===== src/rtl/pcm_slot_pkg.sv =====
`timescale 1ns/1ps
package pcm_slot_pkg;
  localparam int PCM_W = 8;
  typedef logic [PCM_W-1:0] pcm_word_t;
  typedef enum logic { RATE_FIXED = 1'b0, RATE_VAR = 1'b1 } rate_e;
endpackage


===== src/rtl/pcm_sync_edge.sv =====
`timescale 1ns/1ps
module pcm_sync_edge #(
  parameter int W      = 1,
  parameter int STAGES = 2
) (
  input  logic         clk,
  input  logic         rst,
  input  logic [W-1:0] d,
  output logic [W-1:0] level,
  output logic [W-1:0] rise,
  output logic [W-1:0] fall
);
  logic [W-1:0] pipe [0:STAGES];

  always_ff @(posedge clk) begin
    if (rst) begin
      for (int i = 0; i <= STAGES; i++) pipe[i] <= '0;
    end else begin
      pipe[0] <= d;
      for (int i = 1; i <= STAGES; i++) pipe[i] <= pipe[i-1];
    end
  end

  assign level = pipe[STAGES-1];
  assign rise  = pipe[STAGES-1] & ~pipe[STAGES];
  assign fall  = ~pipe[STAGES-1] & pipe[STAGES];
endmodule


===== src/rtl/pcm_tx_lane.sv =====
`timescale 1ns/1ps
module pcm_tx_lane #(
  parameter int WORD_W = 8
) (
  input  logic              clk,
  input  logic              rst,
  input  logic              en,
  input  logic              fixed_mode,
  input  logic              bit_edge,
  input  logic              fs,
  input  logic              sig_in,
  input  logic [WORD_W-1:0] sample,
  output logic              serial,
  output logic              oe,
  output logic              strobe_n,
  output logic              load
);
  localparam int CNT_W = $clog2(WORD_W + 1);
  localparam logic [CNT_W-1:0] IDX_SIG  = CNT_W'(1);
  localparam logic [CNT_W-1:0] IDX_LSB  = CNT_W'(WORD_W - 1);
  localparam logic [CNT_W-1:0] IDX_DONE = CNT_W'(WORD_W);

  logic              active, armed, sig_frame;
  logic [CNT_W-1:0]  idx;
  logic [WORD_W-1:0] shreg;

  always_ff @(posedge clk) begin
    if (rst || !en) begin
      active <= 1'b0; armed <= 1'b0; sig_frame <= 1'b0; idx <= '0;
      shreg <= '0; serial <= 1'b0; oe <= 1'b0; strobe_n <= 1'b1; load <= 1'b0;
    end else begin
      load <= 1'b0;
      if (bit_edge) begin
        if (!fs) armed <= 1'b1;
        if (!active) begin
          if (fs && armed) begin
            active    <= 1'b1;
            armed     <= 1'b0;
            sig_frame <= 1'b0;
            idx       <= IDX_SIG;
            serial    <= sample[WORD_W-1];
            shreg     <= {sample[WORD_W-2:0], 1'b0};
            oe        <= 1'b1;
            strobe_n  <= ~fixed_mode;
            load      <= 1'b1;
          end
        end else if (idx == IDX_DONE) begin
          active   <= 1'b0;
          oe       <= 1'b0;
          strobe_n <= 1'b1;
        end else begin
          if (idx == IDX_SIG) sig_frame <= fixed_mode && fs;
          serial <= (idx == IDX_LSB && sig_frame) ? sig_in : shreg[WORD_W-1];
          shreg  <= {shreg[WORD_W-2:0], 1'b0};
          idx    <= idx + 1'b1;
        end
      end
    end
  end
endmodule


===== src/rtl/pcm_rx_lane.sv =====
`timescale 1ns/1ps
module pcm_rx_lane #(
  parameter int WORD_W = 8
) (
  input  logic              clk,
  input  logic              rst,
  input  logic              en,
  input  logic              fixed_mode,
  input  logic              bit_edge,
  input  logic              fs,
  input  logic              sdata,
  output logic [WORD_W-1:0] word,
  output logic              valid,
  output logic              sig_out
);
  localparam int CNT_W = $clog2(WORD_W + 1);
  localparam logic [CNT_W-1:0] IDX_SIG = CNT_W'(1);
  localparam logic [CNT_W-1:0] IDX_LSB = CNT_W'(WORD_W - 1);

  logic              active, armed, sig_frame;
  logic [CNT_W-1:0]  idx;
  logic [WORD_W-1:0] shreg;

  always_ff @(posedge clk) begin
    if (rst) begin
      word <= '0;
      sig_out <= 1'b0;
    end else if (en && bit_edge && active && idx == IDX_LSB) begin
      word <= {shreg[WORD_W-2:0], sdata};
      if (sig_frame) sig_out <= sdata;
    end
  end

  always_ff @(posedge clk) begin
    if (rst || !en) begin
      active <= 1'b0; armed <= 1'b0; sig_frame <= 1'b0;
      idx <= '0; shreg <= '0; valid <= 1'b0;
    end else begin
      valid <= 1'b0;
      if (bit_edge) begin
        if (!fs) armed <= 1'b1;
        if (!active) begin
          if (fs && armed) begin
            active    <= 1'b1;
            armed     <= 1'b0;
            sig_frame <= 1'b0;
            idx       <= IDX_SIG;
            shreg     <= {shreg[WORD_W-2:0], sdata};
          end
        end else begin
          if (idx == IDX_SIG) sig_frame <= fixed_mode && fs;
          shreg <= {shreg[WORD_W-2:0], sdata};
          if (idx == IDX_LSB) begin
            active <= 1'b0;
            valid  <= 1'b1;
          end else begin
            idx <= idx + 1'b1;
          end
        end
      end
    end
  end
endmodule


===== src/rtl/pcm_idle_timer.sv =====
`timescale 1ns/1ps
module pcm_idle_timer #(
  parameter int LIMIT = 614400
) (
  input  logic clk,
  input  logic rst,
  input  logic tick,
  input  logic fs,
  output logic standby
);
  localparam int CW = $clog2(LIMIT + 1);
  localparam logic [CW-1:0] TOP = CW'(LIMIT);

  logic [CW-1:0] cnt;

  always_ff @(posedge clk) begin
    if (rst || fs) begin
      cnt     <= '0;
      standby <= 1'b0;
    end else begin
      if (tick && cnt != TOP) cnt <= cnt + 1'b1;
      standby <= (cnt == TOP);
    end
  end
endmodule


===== src/rtl/pcm_slot_port.sv =====
`timescale 1ns/1ps
module pcm_slot_port
  import pcm_slot_pkg::*;
#(
  parameter int IDLE_LIMIT  = 614400,
  parameter int SYNC_STAGES = 2
) (
  input  logic             clk,
  input  logic             rst,
  input  logic             rate_var,
  input  logic             pwr_en,
  input  logic             mclk,
  input  logic             tx_dclk,
  input  logic             rx_dclk,
  input  logic             tx_fsync,
  input  logic             rx_fsync,
  input  logic             tx_sig,
  input  logic [PCM_W-1:0] tx_sample,
  output logic             tx_serial,
  output logic             tx_oe,
  output logic             tx_strobe_n,
  output logic             tx_load,
  input  logic             rx_serial,
  output logic [PCM_W-1:0] rx_word,
  output logic             rx_valid,
  output logic             rx_sig,
  output logic             tx_standby,
  output logic             rx_standby
);
  localparam int N_IN = 8;
  localparam int I_MCLK = 0, I_TXC = 1, I_RXC = 2, I_TXF = 3;
  localparam int I_RXF = 4, I_SIG = 5, I_RXD = 6, I_PWR = 7;

  logic [N_IN-1:0] raw, lvl, rise, fall;
  assign raw = {pwr_en, rx_serial, tx_sig, rx_fsync, tx_fsync, rx_dclk, tx_dclk, mclk};

  pcm_sync_edge #(.W(N_IN), .STAGES(SYNC_STAGES)) u_sync (
    .clk(clk), .rst(rst), .d(raw), .level(lvl), .rise(rise), .fall(fall)
  );

  logic fixed_mode, tx_edge, rx_edge;
  assign fixed_mode = (rate_rate_e(rate_var) == RATE_FIXED);
  assign tx_edge    = fixed_mode ? rise[I_MCLK] : rise[I_TXC];
  assign rx_edge    = fixed_mode ? fall[I_MCLK] : fall[I_RXC];

  function automatic rate_e rate_rate_e(input logic v);
    return v ? RATE_VAR : RATE_FIXED;
  endfunction

  pcm_tx_lane #(.WORD_W(PCM_W)) u_tx (
    .clk(clk), .rst(rst), .en(lvl[I_PWR]), .fixed_mode(fixed_mode),
    .bit_edge(tx_edge), .fs(lvl[I_TXF]), .sig_in(lvl[I_SIG]), .sample(tx_sample),
    .serial(tx_serial), .oe(tx_oe), .strobe_n(tx_strobe_n), .load(tx_load)
  );

  pcm_rx_lane #(.WORD_W(PCM_W)) u_rx (
    .clk(clk), .rst(rst), .en(lvl[I_PWR]), .fixed_mode(fixed_mode),
    .bit_edge(rx_edge), .fs(lvl[I_RXF]), .sdata(lvl[I_RXD]),
    .word(rx_word), .valid(rx_valid), .sig_out(rx_sig)
  );

  logic [1:0] fs_pair, sb_pair;
  assign fs_pair = {lvl[I_RXF], lvl[I_TXF]};

  for (genvar g = 0; g < 2; g++) begin : g_idle
    pcm_idle_timer #(.LIMIT(IDLE_LIMIT)) u_idle (
      .clk(clk), .rst(rst), .tick(rise[I_MCLK]), .fs(fs_pair[g]), .standby(sb_pair[g])
    );
  end

  assign tx_standby = sb_pair[0];
  assign rx_standby = sb_pair[1];
endmodule


===== config.mk =====
export PLATFORM = sky130hd
export DESIGN_NAME = pcm_slot_port
export DESIGN_NICKNAME = d
export VERILOG_FILES = /design/src/rtl/pcm_slot_pkg.sv /design/src/rtl/pcm_sync_edge.sv /design/src/rtl/pcm_tx_lane.sv /design/src/rtl/pcm_rx_lane.sv /design/src/rtl/pcm_idle_timer.sv /design/src/rtl/pcm_slot_port.sv
export SDC_FILE = /design/constraint.sdc
export NUM_CORES = 1
export LEC_CHECK = 0
export ABC_AREA = 1
export BUFFER_PORTS_ARGS = -buffer_cell sky130_fd_sc_hd__clkbuf_2
export CAP_MARGIN = 0
export CORE_ASPECT_RATIO = 0.9
export CORE_UTILIZATION = 30
export DETAILED_ROUTE_END_ITERATION = 16
export GPL_TIMING_DRIVEN = 0
export PLACE_DENSITY = 0.48
export SLEW_MARGIN = 20
export SYNTH_ARGS = -nofsm -noshare
export SYNTH_HDL_FRONTEND = slang
export SYNTH_SLANG_ARGS = --single-unit

===== constraint.sdc =====
create_clock -name clk -period 1.7 [get_ports clk]
set_clock_uncertainty 0.05 [all_clocks]
set_input_delay 0.34 -clock clk [delete_from_list [all_inputs] [get_ports clk]]
set_output_delay 0.34 -clock clk [all_outputs]
set_load 0.02 [all_outputs]

Yosys cells after proc, flatten, opt, wreduce, memory -nomap -nowiden
Memory sizes are Yosys's and may differ from the RTL's.
Index checks and enable logic that the tools add are counted.
Operators by class
  add/subtract/negate cells: 4
  equal/unequal tests: 14
  mux-type cells: 50
  bitwise operators: 11
  reduce and logical (&&, ||, !) cells: 25
Operators by type and width (count)
  $mux 8: 6
  $add 20x1->20 const B: 2
  $eq 20x20->1 const B: 2
  $ne 20x20->1 const B: 2
  $mux 1: 36
  $mux 4: 6
  $mux 7: 2
  $reduce_and 3->1: 4
  $logic_and 1x1->1: 10
  $ne 2x2->1 const B: 5
  $add 4x1->4 const B: 2
  $eq 4x1->1 const B: 2
  $eq 4x3->1 const B: 2
  $reduce_or 3->1: 2
  $eq 4x4->1 const B: 1
  $not 1->1: 4
  $reduce_and 2->1: 2
  $reduce_and 4->1: 1
  $reduce_bool 2->1: 2
  $and 3x3->3: 1
  $logic_or 1x1->1: 3
  $not 3->3: 1
  $or 1x1->1: 3
  $and 2x2->2: 1
  2 further kinds: 2
Storage, ports and cells
  bits in registers: 85
  memory bits (writable): 24
  output and inout port bits: 16
  logic and storage cells: 126
  memories: 1
Memories
  u_sync.pipe: words 3, bits a word 8, rd ports 3, clocked after Yosys merged registers in 0, wr ports 3, line pcm_sync_edge.sv:13  | logic [W-1:0] pipe [0:STAGES];

Depth between registers and ports, before layout
Gate-level depths: netlist of run 1.
An unclocked memory read counts as a cell.
  depth in word-level cells: 8
  gate-level depth with buffers: 11

By module
Synthesis of run 1 repeated with hierarchy kept, for this count alone.
Unflattened totals
  cells, all modules: 807
  area, all modules: 5552.8 um^2
By module, submodules not included
  pcm_idle_timer: times used 2, cells an instance 204, area each 1347.5 um^2, sequential area each 420.4 um^2
  pcm_rx_lane: times used 1, cells an instance 146, area each 1074.8 um^2, sequential area each 480.5 um^2
  pcm_tx_lane: times used 1, cells an instance 140, area each 923.4 um^2, sequential area each 360.3 um^2
  pcm_sync_edge: times used 1, cells an instance 106, area each 833.3 um^2, sequential area each 480.5 um^2
  pcm_slot_port: times used 1, cells an instance 7, area each 26.3 um^2, sequential area each 0.0 um^2

Worst setup path after synthesis of run 1
OpenSTA, ideal clock, no wires.
  kind: register -> register
  from: register g_idle[1].u_idle.cnt[0]
  to: register g_idle[1].u_idle.cnt[6]
  library setup time: 0.132 ns
  data arrival time: 1.313 ns
  required time: 1.518 ns
  slack: 0.205 ns
  cell stages (with the launch flop): 11
  path buffers: 1
  clock period less this slack: 1.495 ns
  cells stage by stage: dfxtp_1 -> inv_1 -> ha_1 -> nand3_1 -> nor2_2 -> nand3_4 -> nand2_4 -> inv_4 -> buf_6 -> nand2_1 -> a21oi_1
Between the ends
  cells in the longest elaborated chain, start to end: 2
  elaborated cells between the ends (all ways): 3
  those cells by class: add/sub: 1; eq/ne: 1; reduce/logical: 1
Ends and longest elaborated chain
  start: declaration: line pcm_idle_timer.sv:14  | logic [CW-1:0] cnt;
  start signal: assignment: line pcm_idle_timer.sv:21  | if (tick && cnt != TOP) cnt <= cnt + 1'b1;
  branches (longest 2 deep; another with $add 20x1->20)
Parallel ways; which one is timed is not known.
A chain may end at the register's enable or synchronous reset.

Worst setup path in the final report of run 1
  from: register g_idle[0].u_idle.cnt[0]
  to: register g_idle[0].u_idle.cnt[2]
Between the ends
  cells in the longest elaborated chain, start to end: 2
  elaborated cells between the ends (all ways): 3
  those cells by class: add/sub: 1; eq/ne: 1; reduce/logical: 1
Ends and longest elaborated chain (line)
  start: declaration: pcm_idle_timer.sv:14
  start signal: assignment: pcm_idle_timer.sv:21
  branches (longest 2 deep; another with $add 20x1->20)
Parallel ways; which one is timed is not known.

==> key figures, run 1 <==
STA
  • Crit share post-route: 0.9420
  • Hold Fails Final Rpt: 0
  • Max_slew headroom: 0.6350
  • Final slew viol count: 0
  • Post-route worst setup slack: 98.55 ps
  • Highest clock rate: 624.4 MHz
  • Final Critical Period: 1601 ps
  • Setup TNS: 0 ps
  • # setup viols final: 0
  • Hold_ws: 107.2 ps
  • Slew @ Worst Pin: 547.6 ps
  • RSZ-0062 raised after global routing: true

Global route
  • First-pass GRT wire length: 19.71 mm
  • GRT Overall Usage: 0.1442
  • Grt ovf: 0
  • Antenna violations before repair: 0
  • Largest net degree at the start of global routing: 20
  • Vias in the first global route: 4114

Critical path
  • WP buf/inv: 3
  • Worst EP arrival: 1840 ps
  • Worst path most repeated cell: nand2_1
  • CP max stage delay: 360 ps
  • CP Depth: 10
  • Worst setup EP type: flop
  • CP max FO: 5
  • Reg2Reg Setup Slack: 100 ps
  • Cell chain of the critical path: inv_2 -> ha_2 -> nand2_1 -> nor2_2 -> nand3_2 -> nand2_4 -> buf_8 -> clkbuf_16 -> nand2_1 -> a21oi_1
  • Reg2Reg Capture Point: g_idle[0].u_idle.cnt[2]
  • Setup crit start: g_idle[0].u_idle.cnt[0]
  • RR Startpoint: g_idle[0].u_idle.cnt[0]
  • CP delay by family, top: simple AND/OR/NAND/NOR gates
  • R2R depth: 10
  • Setup CP Type: flop to flop
  • Critical path required time: 1930 ps
  • Critical path endpoint: g_idle[0].u_idle.cnt[2]
  • Worst Setup Start Kind: flop
  • CP max stage cell: dfxtp_2

Route
  • DRT met1 WL: 5.951 mm
  • Routed WL: 11.44 mm
  • Top layer in use: met4
  • Via density: 4.459
  • Initial drt markers: 198
  • Met2 wire length: 4.981 mm
  • Residual DRC: 0
  • Vias: 4455
  • Routed Antenna Nets: 0
  • Wire length per cell: 11.45 um
  • First drt pass iteration count: 5
  • Met3 Routed Length: 396 um

Cells and area
  • Commonest non-fill, non-tap cell in the layout: nand2_1
  • NumNets Final: 815
  • Filler cells: 1752
  • P&R area growth vs syn: 20.44%
  • Most frequent cells in the layout: nand2_1 (167), nor2_1 (130), dfxtp_1 (90), inv_1 (82), nand3_1 (46)
  • Fraction of layout cells with a size suffix above 1: 0.1604
  • Ant diodes: 0

Flow run
  • # Max-Cap Violations: 0

Clock network
  • H-tree depth: 3
  • Max clock buf depth: 2
  • Skew-Pair Late Insertion Delay: 360 ps
  • CTS Buf Count: 9
  • Clock Root Buffer: clkbuf_16
  • Worst-path clk slew: 80 ps
  • Clock sink count: 103
  • Post-CTS Hold Fix Bufs: 0
  • CTS tree: yes

Logic synthesis
  • Synth Register Bits: 103
  • Post-synth cell types: 35
  • Leading register cell type out of synthesis: dfxtp_1
  • Avg Cell Area, Syn: 6.797 um^2
  • Synthesized net count: 761
  • Async set-reset flop share out of synthesis: 0
  • Syn Inst Count: 733
  • Seq/Total Area, Yosys: 0.4139
  • Post-synthesis cell area: 0.004982 mm^2
  • Post-synth EDFFs: 0
  • Yosys warnings: 0

Placed design
  • Port bufs: 33
  • Detailed Place HPWL: 8.146 mm
  • Final GP Congestion: 0.7958
  • Setup WS pre-CTS: -189.2 ps

Power
  • Peak VDD IR: 0.0005103 V
  • P_leak: 2.296 nW
  • Pwr dens: 806.5 mW/mm^2

Floorplanning
  • # rows: 44
  • Die W: 137.8 um
  • I/O pin total: 35
  • Die area: 0.01713 mm^2
  • Placeable Area: 0.01619 mm^2
  • Initial core utilization: 0.3078
  • Die Y: 124.3 um

Outcome
  • Status: finished clean

Min path
  • Class of the worst hold path: primary input to flop
[routing by layer]
layer / track usage / up-vias
met2: 0.2129 / 60
li1: - / 2422
met3: 0.04070 / 9
met5: 0 / -
met4: 0.03645 / 0
met1: 0.2040 / 1964
[through the flow]
step / cells / power (mW) / area [um^2] / util
3_3_place_gp: 973 / 2.681 / 5406 / 0.3340
2_1_floorplan: 733 / 2.616 / 4982 / -
5_1_grt: 999 / 5.070 / 6001 / 0.3707
4_1_cts: 991 / 4.917 / 5759 / 0.3558
3_5_place_dp: 973 / 2.681 / 5406 / 0.3340
6_report: 999 / 4.839 / 6001 / 0.3707
[power by group]
part	switching [mW]	total, mW	internal (mW)
Clock	1.02	2.19	1.18
Combinational	0.122	0.197	0.0745
Sequential	0.0159	2.45	2.43
[worst min-delay path by stage]
| stage | from | endpoint | slack (ps) | cells past startpoint |
|---|---|---|---|---|
| 3_5_place_dp | u_sync.pipe[0][2] | u_sync.pipe[0][10] | 340 | 2 |
| 3_3_place_gp | u_sync.pipe[0][7] | u_sync.pipe[0][15] | 340 | 2 |
| 4_1_cts | tx_dclk | u_sync.pipe[0][1] | 90 | 3 |
| 2_1_floorplan | u_sync.pipe[0][2] | u_sync.pipe[0][10] | 340 | 2 |
| 6_report | mclk | u_sync.pipe[0][0] | 110 | 3 |
| 5_1_grt | tx_dclk | u_sync.pipe[0][1] | 100 | 3 |
[worst reg2reg max path, stage by stage, from the launching register on]
cell,delay (ps)
dfxtp_2,360
inv_2,80
ha_2,170
nand2_1,60
nor2_2,100
nand3_2,130
nand2_4,120
buf_8,140
clkbuf_16,140
nand2_1,40
a21oi_1,140
[cells in the mapped netlist, drive strengths merged, types with 5 or more instances]
| cell | instances | area share |
|---|---|---|
| o21ai | 45 | 0.045 |
| xor2 | 10 | 0.018 |
| ha | 9 | 0.023 |
| clkbuf | 10 | 0.0075 |
| nand4 | 13 | 0.016 |
| nor2 | 145 | 0.11 |
| dfxtp | 103 | 0.41 |
| buf | 8 | 0.014 |
| a21oi | 45 | 0.046 |
| nor3 | 5 | 0.0073 |
| xnor2 | 10 | 0.018 |
| nand3b | 5 | 0.0075 |
| nand2 | 170 | 0.13 |
| nand3 | 52 | 0.057 |
| inv | 93 | 0.071 |
[kinds of logic (layout without fill, tap and decap cells)]
group                    Yosys count  count (layout)  synth area share
AND/OR/NAND/NOR                  393             393            0.3360
buffers and inverters            112             171           0.09317
flip-flops                       103             103            0.4139
AO/OA/AOI/OAI                     96              96           0.09920
XOR/XNOR                          20              20           0.03516
adder cells (fa/ha/maj)            9               9           0.02260
[final cells by class]
cell class / instances / area (um^2) / area share
Multi-Input combinational cell: 518 / 2582 / 0.4304
Clock buffer: 9 / 225.2 / 0.03753
Timing Repair Buffer: 43 / 275.3 / 0.04587
Clock inverter: 7 / 83.83 / 0.01397
Inverter: 94 / 366.6 / 0.06109
Sequential cell: 103 / 2083 / 0.3472
Tap cell: 207 / 259.0 / 0.04316
Buffer: 18 / 125.1 / 0.02085
[repair_timing]
action                                  CTS  global route
endpoints found under the setup margin   28            62
setup buffers                             2             6
gates resized for setup                   8            55
gates cloned                              0             2
pin swaps                                 1             5
[registers in the layout, summed over array words and instances, names as in the netlist, 2 cells and up]
name,cells
g_idle.u_idle.cnt,40
u_sync.pipe,19
u_rx.word,8
u_rx.shreg,7
u_tx.shreg,7
u_rx.idx,4
u_tx.idx,4
g_idle.u_idle.standby,2
No activity file was read; power rests on OpenSTA's default activity.
==> run 2: changes to the inputs <==
--- a/config.mk
+++ b/config.mk
@@ -6,13 +6,13 @@
 export NUM_CORES = 1
 export LEC_CHECK = 0
 export ABC_AREA = 1
-export BUFFER_PORTS_ARGS = -buffer_cell sky130_fd_sc_hd__clkbuf_2
 export CAP_MARGIN = 0
 export CORE_ASPECT_RATIO = 0.9
 export CORE_UTILIZATION = 30
 export DETAILED_ROUTE_END_ITERATION = 16
+export DONT_BUFFER_PORTS = 1
 export GPL_TIMING_DRIVEN = 0
-export PLACE_DENSITY = 0.48
+export PLACE_DENSITY = 0.47
 export SLEW_MARGIN = 20
 export SYNTH_ARGS = -nofsm -noshare
 export SYNTH_HDL_FRONTEND = slang
==> key figures, run 2 (synthesis results as in run 1) <==
Cells and area
  • Top Registers: g_idle.u_idle.cnt x40, u_sync.pipe x19, u_rx.word x8
  • Largest register FFs: 40
  • Ant diodes: 0
  • P&R area growth vs syn: 16.65%
  • Fraction of layout cells with a size suffix above 1: 0.1181
  • NumNets Final: 785
  • Final cell count without fillers: 969
  • Most frequent cells in the layout: nand2_1 (167), nor2_1 (130), dfxtp_1 (96), inv_1 (82), nand3_1 (46)
  • Filler cells: 1750
  • Layout Utilization: 0.3591
  • Reg with most FFs: g_idle.u_idle.cnt
  • Commonest non-fill, non-tap cell in the layout: nand2_1

Global route
  • Antenna violations before repair: 0
  • Vias in the first global route: 4086
  • First-pass GRT wire length: 19.19 mm
  • Grt ovf: 0
  • Largest net degree at the start of global routing: 20
  • GRT Overall Usage: 0.1398

Route
  • Routed WL: 11.28 mm
  • Via density: 4.569
  • First drt pass iteration count: 6
  • Vias: 4427
  • Residual DRC: 0
  • Initial drt markers: 221
  • Routed Antenna Nets: 0
  • Wire length per cell: 11.64 um

Floorplanning
  • Die Y: 124.3 um
  • # rows: 44
  • Die W: 137.8 um
  • Initial core utilization: 0.3078
  • Die area: 0.01713 mm^2
  • Placeable Area: 0.01619 mm^2
  • I/O pin total: 35

Clock network
  • H-tree depth: 3
  • Worst-path clk slew: 80 ps
  • Clock Root Buffer: clkbuf_16
  • Max clock buf depth: 2
  • CTS tree: yes
  • Post-CTS Hold Fix Bufs: 0
  • CTS Buf Count: 9
  • Skew-Pair Late Insertion Delay: 360 ps
  • Clock sink count: 103

Power
  • Power, Total: 4.653 mW
  • Pwr dens: 800.6 mW/mm^2
  • Peak VDD IR: 0.0005407 V
  • P_leak: 2.141 nW

STA
  • Hold Fails Final Rpt: 0
  • Setup TNS: 0 ps
  • Highest clock rate: 624.7 MHz
  • Final slew viol count: 0
  • # setup viols final: 0
  • Final Critical Period: 1601 ps
  • Crit share post-route: 0.9416
  • RSZ-0062 raised after global routing: true
  • Slew @ Worst Pin: 548.8 ps
  • Max_slew headroom: 0.6341

Placed design
  • Placed insts: 940
  • Final GP Congestion: 0.8287
  • Port bufs: 0
  • Detailed Place HPWL: 8.217 mm

Critical path
  • CP max stage cell: dfxtp_2
  • CP max stage delay: 360 ps
  • Cell chain of the critical path: inv_1 -> ha_4 -> nand2_1 -> nor2_2 -> nand3_2 -> nand2_4 -> buf_6 -> clkbuf_16 -> nand2_1 -> a21oi_2
  • CP max FO: 5
  • Critical path required time: 1930 ps
  • CP delay by family, top: simple AND/OR/NAND/NOR gates
  • Worst path most repeated cell: nand2_1
  • WP buf/inv: 3
  • Worst Setup Start Kind: flop
  • Worst EP arrival: 1830 ps
  • Setup CP Type: flop to flop
  • Worst setup EP type: flop

Flow run
  • # Max-Cap Violations: 0

Outcome
  • Status: finished clean

Min path
  • Class of the worst hold path: primary input to flop
run 2: cell types whose count changed in the layout (fill, tap and decap cells not counted), moves of 2 or more:
cell	before	now
clkbuf_2	36	3
dfxtp_2	11	4
buf_4	10	12
buf_6	3	5
inv_6	3	1
dfxtp_1	90	96
run 2: cell type report:
| cell class | instances | area [um^2] | share of cell area |
|---|---|---|---|
| flip-flops and latches | 103 | 2078 | 0.3576 |
| clock inverters | 7 | 63.81 | 0.01098 |
| repair buffers | 13 | 112.6 | 0.01938 |
| multi-input cells | 518 | 2584 | 0.4446 |
| well taps | 207 | 259.0 | 0.04456 |
| plain buffers | 18 | 125.1 | 0.02153 |
| clock buffers | 9 | 225.2 | 0.03875 |
| inverters | 94 | 364.1 | 0.06265 |
run 2: worst paths after layout:
| kind | from | endpoint | slack (ps) | cells past startpoint |
|---|---|---|---|---|
| worst min register to register | u_sync.pipe[0][6] | u_sync.pipe[0][14] | 350 | 2 |
| worst max-delay path | g_idle[0].u_idle.cnt[1] | g_idle[0].u_idle.cnt[3] | 100 | 10 |
| worst max register to register | g_idle[0].u_idle.cnt[1] | g_idle[0].u_idle.cnt[3] | 100 | 10 |
| worst min-delay path | tx_fsync | u_sync.pipe[0][3] | 30 | 2 |
run 2: timing repair:
action                                 in CTS  in global routing
pin swaps                                   1                  5
endpoints found under the hold margin       0                  0
setup endpoints to repair                  27                 51
resized for setup                           7                 50
setup buffers                               4                  7
gates cloned                                0                  2
run 2: through the flow:
stage	setup slack (ps)	hold WS [ps]	area (um^2)
6_report	99.29	29.09	5812
3_3_place_gp	-152.5	343.6	5241
4_1_cts	5.056	14.36	5592
2_1_floorplan	204.9	338.3	4982
3_5_place_dp	-181.1	344.4	5241
5_1_grt	-22.49	13.99	5812
run 2: metal layers:
metal | vias to the layer above | GRT usage | wire, um
met5 | - | 0 | 0
met4 | 0 | 0.04668 | 119
met3 | 12 | 0.03826 | 393
met2 | 47 | 0.2174 | 5130
met1 | 2007 | 0.1847 | 5636
li1 | 2361 | - | -
run 2: worst register-to-register path: cells and delay by family, from the launching register on:
kind | cells | cell delay, ps
AO/OA/AOI/OAI | 1 | 120
AND/OR/NAND/NOR | 5 | 490
buffers and inverters | 3 | 390
adder cells (fa/ha/maj) | 1 | 140
flip-flops | 1 | 360
run 2: power breakdown:
group	internal, mW	switching (mW)
clock network	1.03	1.00
registers	2.43	0.0161
logic	0.0588	0.115
total	3.52	1.13
